`src/rtl/zs_pkg.sv`:
```
package zs_pkg;

    typedef enum logic [1:0] {
        PH_IDLE = 2'd0,
        PH_SCAN = 2'd1,
        PH_HDR  = 2'd2,
        PH_BODY = 2'd3
    } zs_phase_e;

    localparam logic TAG_HDR   = 1'b1;
    localparam logic TAG_STATE = 1'b0;

endpackage

```
`src/rtl/zs_run_tracker.sv`:
```
module zs_run_tracker #(
    parameter int COL_W    = 11,
    parameter int LEN_W    = 2,
    parameter int MAX_RUN  = 4,
    parameter int BANK_LIM = 6
) (
    input  logic             clk,
    input  logic             rst_n,
    input  logic             clear,
    input  logic             step,
    input  logic             pix,
    input  logic [COL_W-1:0] col,
    input  logic             bank_first,
    input  logic             row_full,
    output logic             push,
    output logic [COL_W-1:0] push_col,
    output logic [LEN_W-1:0] push_len,
    output logic             drop
);

    localparam int BC_W = $clog2(BANK_LIM + 1);

    typedef struct packed {
        logic             act;
        logic [COL_W-1:0] start;
        logic [LEN_W-1:0] len;
        logic [BC_W-1:0]  bcnt;
    } trk_t;

    trk_t q, d;
    logic close, room;

    always_comb begin
        // a run closes on a 0 pixel, when it is full, or at a bank edge
        close = step && q.act &&
                (!pix || (q.len == LEN_W'(MAX_RUN - 1)) || bank_first);
        room  = q.bcnt < BC_W'(BANK_LIM);
        push  = close && room && !row_full;
        drop  = close && !push;
        push_col = q.start;
        push_len = q.len;

        d = q;
        if (clear) begin
            d = '0;
        end else if (step) begin
            // the state that closes here belongs to the previous bank
            d.bcnt = bank_first ? '0 : q.bcnt + BC_W'(push);
            if (pix && (!q.act || close)) begin
                d.act   = 1'b1;
                d.start = col;
                d.len   = '0;
            end else if (pix) begin
                d.len = q.len + 1'b1;
            end else begin
                d.act = 1'b0;
            end
        end
    end

    always_ff @(posedge clk or negedge rst_n) begin
        if (!rst_n) q <= '0;
        else        q <= d;
    end

endmodule

```
`src/rtl/zs_state_store.sv`:
```
module zs_state_store #(
    parameter int DEPTH = 9,
    parameter int DW    = 13,
    parameter int CNT_W = 4
) (
    input  logic             clk,
    input  logic             rst_n,
    input  logic             clear,
    input  logic             push,
    input  logic [DW-1:0]    wdata,
    input  logic [CNT_W-1:0] rd_idx,
    output logic [DW-1:0]    rd_data,
    output logic [CNT_W-1:0] count,
    output logic             full
);

    typedef struct packed {
        logic [DEPTH-1:0][DW-1:0] mem;
        logic [CNT_W-1:0]         cnt;
    } store_t;

    store_t q, d;

    always_comb begin
        d = q;
        if (clear) begin
            d.cnt = '0;
        end else if (push && (q.cnt < CNT_W'(DEPTH))) begin
            for (int i = 0; i < DEPTH; i++) begin
                if (q.cnt == CNT_W'(i)) d.mem[i] = wdata;
            end
            d.cnt = q.cnt + 1'b1;
        end
    end

    always_comb begin
        rd_data = '0;
        for (int i = 0; i < DEPTH; i++) begin
            if (rd_idx == CNT_W'(i)) rd_data = q.mem[i];
        end
        count = q.cnt;
        full  = (q.cnt == CNT_W'(DEPTH));
    end

    always_ff @(posedge clk or negedge rst_n) begin
        if (!rst_n) q <= '0;
        else        q <= d;
    end

endmodule

```
`src/rtl/zs_row_encoder.sv`:
```
module zs_row_encoder #(
    parameter int ROW_W    = 1152,
    parameter int BANK_W   = 64,
    parameter int ROW_NUM  = 576,
    parameter int MAX_RUN  = 4,
    parameter int BANK_LIM = 6,
    parameter int ROW_LIM  = 9,
    localparam int ROW_AW  = $clog2(ROW_NUM),
    localparam int COL_W   = $clog2(ROW_W + 1),
    localparam int LEN_W   = $clog2(MAX_RUN),
    localparam int CNT_W   = $clog2(ROW_LIM + 1),
    localparam int HDR_W   = ROW_AW + CNT_W + 1,
    localparam int ST_W    = COL_W + LEN_W,
    localparam int PAY_W   = (HDR_W > ST_W) ? HDR_W : ST_W,
    localparam int WORD_W  = PAY_W + 1
) (
    input  logic              clk,
    input  logic              rst_n,
    input  logic              in_valid,
    output logic              in_ready,
    input  logic [ROW_AW-1:0] in_row,
    input  logic [ROW_W-1:0]  in_pix,
    output logic              out_valid,
    input  logic              out_ready,
    output logic [WORD_W-1:0] out_data
);
    import zs_pkg::*;

    localparam int BP_W = (BANK_W > 1) ? $clog2(BANK_W) : 1;

    typedef struct packed {
        zs_phase_e         phase;
        logic [ROW_AW-1:0] row;
        logic [ROW_W-1:0]  pix;
        logic [COL_W-1:0]  col;
        logic [BP_W-1:0]   bpos;
        logic              hit;
        logic              ovf;
        logic [CNT_W-1:0]  rdi;
    } enc_t;

    enc_t q, d;

    logic             accept, step, pixel, bank_first, flush;
    logic             push, drop, row_full;
    logic [COL_W-1:0] push_col;
    logic [LEN_W-1:0] push_len;
    logic [ST_W-1:0]  rd_data;
    logic [CNT_W-1:0] st_cnt;

    always_comb begin
        accept     = (q.phase == PH_IDLE) && in_valid;
        step       = (q.phase == PH_SCAN);
        pixel      = q.pix[0];
        bank_first = (q.bpos == '0);
        flush      = (q.col == COL_W'(ROW_W));
    end

    zs_run_tracker #(
        .COL_W   (COL_W),
        .LEN_W   (LEN_W),
        .MAX_RUN (MAX_RUN),
        .BANK_LIM(BANK_LIM)
    ) i_tracker (
        .clk       (clk),
        .rst_n     (rst_n),
        .clear     (accept),
        .step      (step),
        .pix       (pixel),
        .col       (q.col),
        .bank_first(bank_first),
        .row_full  (row_full),
        .push      (push),
        .push_col  (push_col),
        .push_len  (push_len),
        .drop      (drop)
    );

    zs_state_store #(
        .DEPTH(ROW_LIM),
        .DW   (ST_W),
        .CNT_W(CNT_W)
    ) i_store (
        .clk    (clk),
        .rst_n  (rst_n),
        .clear  (accept),
        .push   (push),
        .wdata  ({push_col, push_len}),
        .rd_idx (q.rdi),
        .rd_data(rd_data),
        .count  (st_cnt),
        .full   (row_full)
    );

    always_comb begin
        d = q;
        unique case (q.phase)
            PH_IDLE: begin
                if (in_valid) begin
                    d.phase = PH_SCAN;
                    d.row   = in_row;
                    d.pix   = in_pix;
                    d.col   = '0;
                    d.bpos  = '0;
                    d.hit   = 1'b0;
                    d.ovf   = 1'b0;
                    d.rdi   = '0;
                end
            end
            PH_SCAN: begin
                // zeros shift in, so the flush column reads as empty
                d.pix  = q.pix >> 1;
                d.col  = q.col + 1'b1;
                d.bpos = (q.bpos == BP_W'(BANK_W - 1)) ? '0 : q.bpos + 1'b1;
                d.hit  = q.hit | pixel;
                d.ovf  = q.ovf | drop;
                if (flush) d.phase = q.hit ? PH_HDR : PH_IDLE;
            end
            PH_HDR: begin
                if (out_ready) begin
                    d.rdi   = '0;
                    d.phase = (st_cnt == '0) ? PH_IDLE : PH_BODY;
                end
            end
            PH_BODY: begin
                if (out_ready) begin
                    if (q.rdi == st_cnt - 1'b1) d.phase = PH_IDLE;
                    else                        d.rdi   = q.rdi + 1'b1;
                end
            end
            default: d.phase = PH_IDLE;
        endcase
    end

    always_comb begin
        in_ready  = (q.phase == PH_IDLE);
        out_valid = (q.phase == PH_HDR) || (q.phase == PH_BODY);
        out_data  = '0;
        if (q.phase == PH_HDR) begin
            out_data[WORD_W-1]               = TAG_HDR;
            out_data[CNT_W+ROW_AW:CNT_W+1]   = q.row;
            out_data[CNT_W:1]                = st_cnt;
            out_data[0]                      = q.ovf;
        end else if (q.phase == PH_BODY) begin
            out_data[WORD_W-1]  = TAG_STATE;
            out_data[ST_W-1:0]  = rd_data;
        end
    end

    always_ff @(posedge clk or negedge rst_n) begin
        if (!rst_n) begin
            q       <= '0;
            q.phase <= PH_IDLE;
        end else begin
            q <= d;
        end
    end

endmodule

```
`config.mk`:
```
export PLATFORM = sky130hd
export DESIGN_NAME = zs_row_encoder
export DESIGN_NICKNAME = d
export VERILOG_FILES = /design/src/rtl/zs_pkg.sv /design/src/rtl/zs_run_tracker.sv /design/src/rtl/zs_state_store.sv /design/src/rtl/zs_row_encoder.sv
export SDC_FILE = /design/constraint.sdc
export NUM_CORES = 2
export LEC_CHECK = 0
export BUFFER_PORTS_ARGS = -buffer_cell sky130_fd_sc_hd__buf_2
export CORE_AREA = 2 2 465 467
export CTS_CLUSTER_DIAMETER = 30
export DETAILED_ROUTE_END_ITERATION = 10
export DIE_AREA = 0 0 467 469
export PLACE_DENSITY = 0.48
export SYNTH_ARGS = -nofsm -noshare
export SYNTH_HDL_FRONTEND = slang
export SYNTH_SLANG_ARGS = --single-unit
```
`constraint.sdc`:
```
create_clock -name clk -period 2.8 [get_ports clk]
set_input_delay 0 -clock clk [delete_from_list [all_inputs] [get_ports clk]]
set_output_delay 0 -clock clk [all_outputs]
set_load 0.05 [all_outputs]
```
==> flow_summary.yaml, run 1 <==
yosys:
  yosys.area_share.simple_pct: 22.4
  synth-compound-area-share_pct: 15.3
  ys.warnings.count: 0
  synthesis.area_per_instance_um2: 8.54
  synth_async_sr_flop_share_pct: 100
  yosys.area_share.adder_pct: 0.315
  ys_seq_elements: 1325
  synthesized_cell_area_um2: 59600
  synth_cells: 6987
  synth_top_cell_by_area: "sky130_fd_sc_hd__dfrtp_1"
  syn-num-nets: 8168
  yosys.area.top_type_share_pct: 55.6
  yosys-top-cells-area: "sky130_fd_sc_hd__dfrtp_1 (56%), sky130_fd_sc_hd__nand2_1 (14%), sky130_fd_sc_hd__a31oi_1 (11%)"
  number_of_synthesized_flops_with_an_enable_pin: 0
  yosys.area_share.xor_xnor_pct: 0.111
  post_synth_num_cell_types: 55
  synth_top_family_by_area: "simple AND/OR/NAND/NOR gates"
  synth.yosys.seq_area_share_pct: 55.6
  yosys-mux-area-fraction_pct: 2.44
  ys_dominant_reg_cell: "sky130_fd_sc_hd__dfrtp_1"
floorplanning:
  die_height_um: 469
  die_width_um: 467
  start_util_pct: 27.9
  boundaryPins: 1184
  rows: 170
clocking:
  ctsHoldBuffers: 2260
  clock_buffer_depth: 4
  cts-htree-levels: 5
  numClockSinks: 1325
  postCtsSetupBuffers: 15
  clock_tree.root_cell: "sky130_fd_sc_hd__clkbuf_16"
  tritoncts.num_buffers: 372
  cts_resized: 74
outcome:
  last_stage_the_flow_got_to: "clock tree synthesis"
  status: "aborted with a tool error"
  error: "[ERROR RSZ-0060] Max buffer count reached."
placed_design:
  io_buffer_count: 1183
  dpl.hpwl_um: 164000
  finalWeightedCongestion: 0.901
-- cell families after synthesis --
group	Yosys count
mux	123
fa+ha+maj	15
flops	1325
compound gates	1453
simple gates	3472
xor+xnor	6
buf+inv	593
-- synthesized netlist by cell type (all sizes together) (2+ instances only) --
library cell	count
and2	8
and3	6
o22ai	4
o32ai	12
mux2	117
nor2	1088
mux2i	6
xnor2	2
clkbuf	512
o2bb2ai	12
nor3b	3
a211oi	2
o221ai	13
nor4b	2
a21oi	64
a221oi	14
a31oi	1053
nand3b	2
nand4	6
o21ai	154
ha	15
nand3	14
dfrtp	1325
o211ai	2
nor2b	37
a22o	6
inv	11
nand2	2294
nand2b	2
xor2	3
nor3	7
buf	70
a22oi	112
-- through the flow --
| step | instance area [um2] | setup slack (ns) | util (%) | std cells |
|---|---|---|---|---|
| 3_5_place_dp | 69200 | 0.208 | 32.4 | 10600 |
| 3_3_place_gp | 69200 | 0.261 | 32.4 | 10600 |
| 2_1_floorplan | 59600 | 0.217 | - | 6987 |
==> inputs of run 2 (changes only) <==
--- a/config.mk
+++ b/config.mk
@@ -6,11 +6,10 @@
 export NUM_CORES = 2
 export LEC_CHECK = 0
 export BUFFER_PORTS_ARGS = -buffer_cell sky130_fd_sc_hd__buf_2
-export CORE_AREA = 2 2 465 467
-export CTS_CLUSTER_DIAMETER = 30
+export CORE_AREA = 2 2 463 465
 export DETAILED_ROUTE_END_ITERATION = 10
-export DIE_AREA = 0 0 467 469
-export PLACE_DENSITY = 0.48
+export DIE_AREA = 0 0 465 467
+export PLACE_DENSITY_LB_ADDON = 0.15
 export SYNTH_ARGS = -nofsm -noshare
 export SYNTH_HDL_FRONTEND = slang
 export SYNTH_SLANG_ARGS = --single-unit
==> run 2 against run 1 <==
The flow now finishes, with violations (negative setup slack). Synthesized cell count is the same. Synthesized area is the same.
==> flow_summary.yaml, run 2 <==
clocking:
  cts-htree-levels: 4
  clk_pin_slew_ns: 0.06
  numClockSinks: 1325
  cts_tree: "done"
  clock_tree.root_cell: "sky130_fd_sc_hd__clkbuf_16"
  clkLatencyLatePin_ns: 0.80
  tritoncts.num_buffers: 161
  clock_buffer_depth: 3
pwr:
  vdd_drop_max_uv: 960
  p_leak_nw: 43.9
  power_frac_clock_pct: 22.2
  switchingPower_mw: 38.3
  sequential_power_share_pct: 35.6
  power_frac_comb_pct: 42.1
  p_per_area_nw_per_um2: 1000
  p_int_mw: 58.4
  report.power.total_mw: 96.8
  fraction_of_power_spent_switching_nets_pct: 39.6
routing:
  vias: 63900
  drt_antenna_net_count: 0
  first_pass_iters: 6
  drc: 0
  finalWirelength_um: 256000
  route.detailed.wl_per_inst_um: 19.6
  drt_first_iter_violations: 5101
  drt-vias-per-instance: 4.88
timing:
  skew_ns: 0.0450
  final_worst_hold_slack_ns: 0.0482
  fmax_mhz: 357
  setup_tns_final_ns: -0.000428
  setup_repair_after_global_routing_missed_its_margin: "true"
  timing_worst_slew_pin_value_ns: 1.01
  post-route-period-util_pct: 100
  final.setup.worst_slack_ns: -0.000428
  max_slew_headroom_pct: 32.9
  slew_violations: 0
  finalHoldViolCount: 0
  report.final.setup_viol: 1
  finalCriticalPeriod_ns: 2.80
placed_design:
  io_buffer_count: 1183
  finalWeightedCongestion: 0.872
  placedInstanceArea_um2: 69300
  detailedPlace.worstSlack_ns: 0.134
  place_inst: 10600
  dpl.hpwl_um: 169000
global_route:
  maximum_number_of_pins_on_one_net_before_global_route_repair: 188
  grt_overflow: 0
  grt_pass1_vias: 64700
  antenna_found_initial: 105
  grt_pass1_wl_um: 386000
  total_routing_usage_gr_pct: 22.7
yosys:
  ys_seq_elements: 1325
  ys_dominant_reg_cell: "sky130_fd_sc_hd__dfrtp_1"
  synthesis.area_per_instance_um2: 8.54
  synth_top_cell_by_area: "sky130_fd_sc_hd__dfrtp_1"
  synth.yosys.seq_area_share_pct: 55.6
  synth_async_sr_flop_share_pct: 100
  synthesized_cell_area_um2: 59600
  yosys.cell_count.top_type: "sky130_fd_sc_hd__nand2_1"
  syn-num-nets: 8168
  synth_cells: 6987
  yosys-top-cells-area: "sky130_fd_sc_hd__dfrtp_1 (56%), sky130_fd_sc_hd__nand2_1 (14%), sky130_fd_sc_hd__a31oi_1 (11%)"
  post_synth_num_cell_types: 55
  number_of_synthesized_flops_with_an_enable_pin: 0
  ys.warnings.count: 0
  yosys.area.top_type_share_pct: 55.6
  ys_top_cells_by_count: "sky130_fd_sc_hd__nand2_1 (2,294), sky130_fd_sc_hd__dfrtp_1 (1,325), sky130_fd_sc_hd__nor2_1 (1,088), sky130_fd_sc_hd__a31oi_1 (1,053), sky130_fd_sc_hd__clkbuf_1 (512)"
floorplanning:
  fp.dieArea_um2: 217000
  die_width_um: 465
  boundaryPins: 1184
  start_util_pct: 28.2
  die_height_um: 467
  core-area_um2: 212000
  rows: 169
critical_path:
  critPathArrivalTime_ns: 2.80
  setup.worst_path.class: "register to output pin"
  cp-start-kind: "register"
  worst_ep_required_time_ns: 2.80
  critical_path.most_common_cell: "sky130_fd_sc_hd__buf_6"
  critical_path.top_delay_family: "buffers and inverters"
  critPathMaxFanout: 10
  critical_path.max_stage_delay_ns: 0.46
  cp_slowest_cell: "sky130_fd_sc_hd__dfrtp_2"
  worstPathBufferInverterCount: 4
  kind_of_capture_point_of_the_worst_setup_path: "output pin"
  worstPathCellList: "buf_6, ha_4, buf_12, buf_16, a221oi_1, nor3_1, o22ai_2, a211oi_2, buf_6"
finish:
  most_used_cells_in_the_layout_excluding_fill_and_tap_cells: "sky130_fd_sc_hd__nand2_1 (2,293), sky130_fd_sc_hd__dlygate4sd3_1 (2,044), sky130_fd_sc_hd__dfrtp_1 (1,319)"
  syn_to_final_growth_pct: 61.7
  largest_reg_flops: 1186
  post_layout_nonfiller_instances: 13100
  final_nets: 11200
  design_area_um2: 96400
  final_core_utilization_pct: 45.6
  largest-register: "q"
  layout_commonest_cell: "sky130_fd_sc_hd__nand2_1"
  drive_above_1_share_pct: 18.5
outcome:
  status: "finished, violations left"
  failed_checks: "negative setup slack"
job:
  drv.max_cap_violation_count: 0
hold_path:
  timing.hold.worst.class: "input port to register"
==> run 2: cell counts after synthesis <==
Identical to the previous run, type by type.
==> run 2: worst register-to-register path: stages (launching register included) <==
cell and delay, ns:
sky130_fd_sc_hd__dfrtp_4 0.53, sky130_fd_sc_hd__buf_12 0.41, sky130_fd_sc_hd__a22oi_1 0.31, sky130_fd_sc_hd__dlygate4sd3_1 0.62, sky130_fd_sc_hd__o21ai_0 0.14, sky130_fd_sc_hd__dlygate4sd3_1 0.57
==> run 2: area by class of cell <==
cell class | count | area [um2]
Fill cell | 20000 | 115000
Sequential cell | 1325 | 33200
Timing Repair Buffer | 3465 | 29400
Multi-Input combinational cell | 5070 | 24600
Clock buffer | 246 | 4920
Tap cell | 2821 | 3530
Clock inverter | 46 | 517
Antenna cell | 95 | 238
Inverter | 11 | 46.3
==> run 2: power groups by stage <==
stage	Clock, mW	Sequential [mW]	Combinational (mW)
floorplan	0	32.6	26.2
global placement	0	34.4	35.5
detailed placement	0	34.6	36.2
CTS	22.0	34.4	40.5
global route	22.9	35.6	45.7
finish	21.5	34.5	40.8
==> run 2: path summary, 6_finish.rpt <==
path	to	slack (ns)	startpoint	depth (start not counted)
worst max-delay path	out_data[11]	-0.0004	q[1]$_DFFE_PN0P_	9
worst min-delay path	q[480]$_DFFE_PN0P_	0.05	in_pix[457]	4
worst max register to register	q[1089]$_DFFE_PN0P_	0.19	q[1185]$_DFFE_PN0P_	5
worst min register to register	q[1162]$_DFFE_PN0P_	0.50	q[1163]$_DFFE_PN0P_	2
max in group asynchronous	i_store.q[27]$_DFFE_PN0P_	2.05	rst_n	4
min in group asynchronous	q[1136]$_DFFE_PN0P_	0.07	rst_n	3
==> run 2: routing by layer <==
metal | wire [um] | GRT usage, %
met5 | 273 | 0
met4 | 12400 | 10.5
met3 | 13500 | 4.09
met2 | 123000 | 37.8
met1 | 107000 | 28.5
==> run 2: what timing repair did <==
item	in CTS	in global routing
setup endpoints to repair	13	30
resized for setup	100	25
endpoints found under the hold margin	2325	0
hold buffers	2045	0
buffers inserted	17	11
gates cloned	6	1
pin swaps	20	30
==> run 2: kinds of logic after synthesis <==
logic type / Yosys count / synth area share (%)
muxes: 123 / 2.44
AOI/OAI and AO/OA: 1453 / 15.3
xor gates and xnor gates: 6 / 0.111
DFF: 1325 / 55.6
and+or+nand+nor: 3472 / 22.4
buffers and inverters: 593 / 3.88
adders and majority gates: 15 / 0.315
Note: power is estimated with default switching activity, not from simulation.
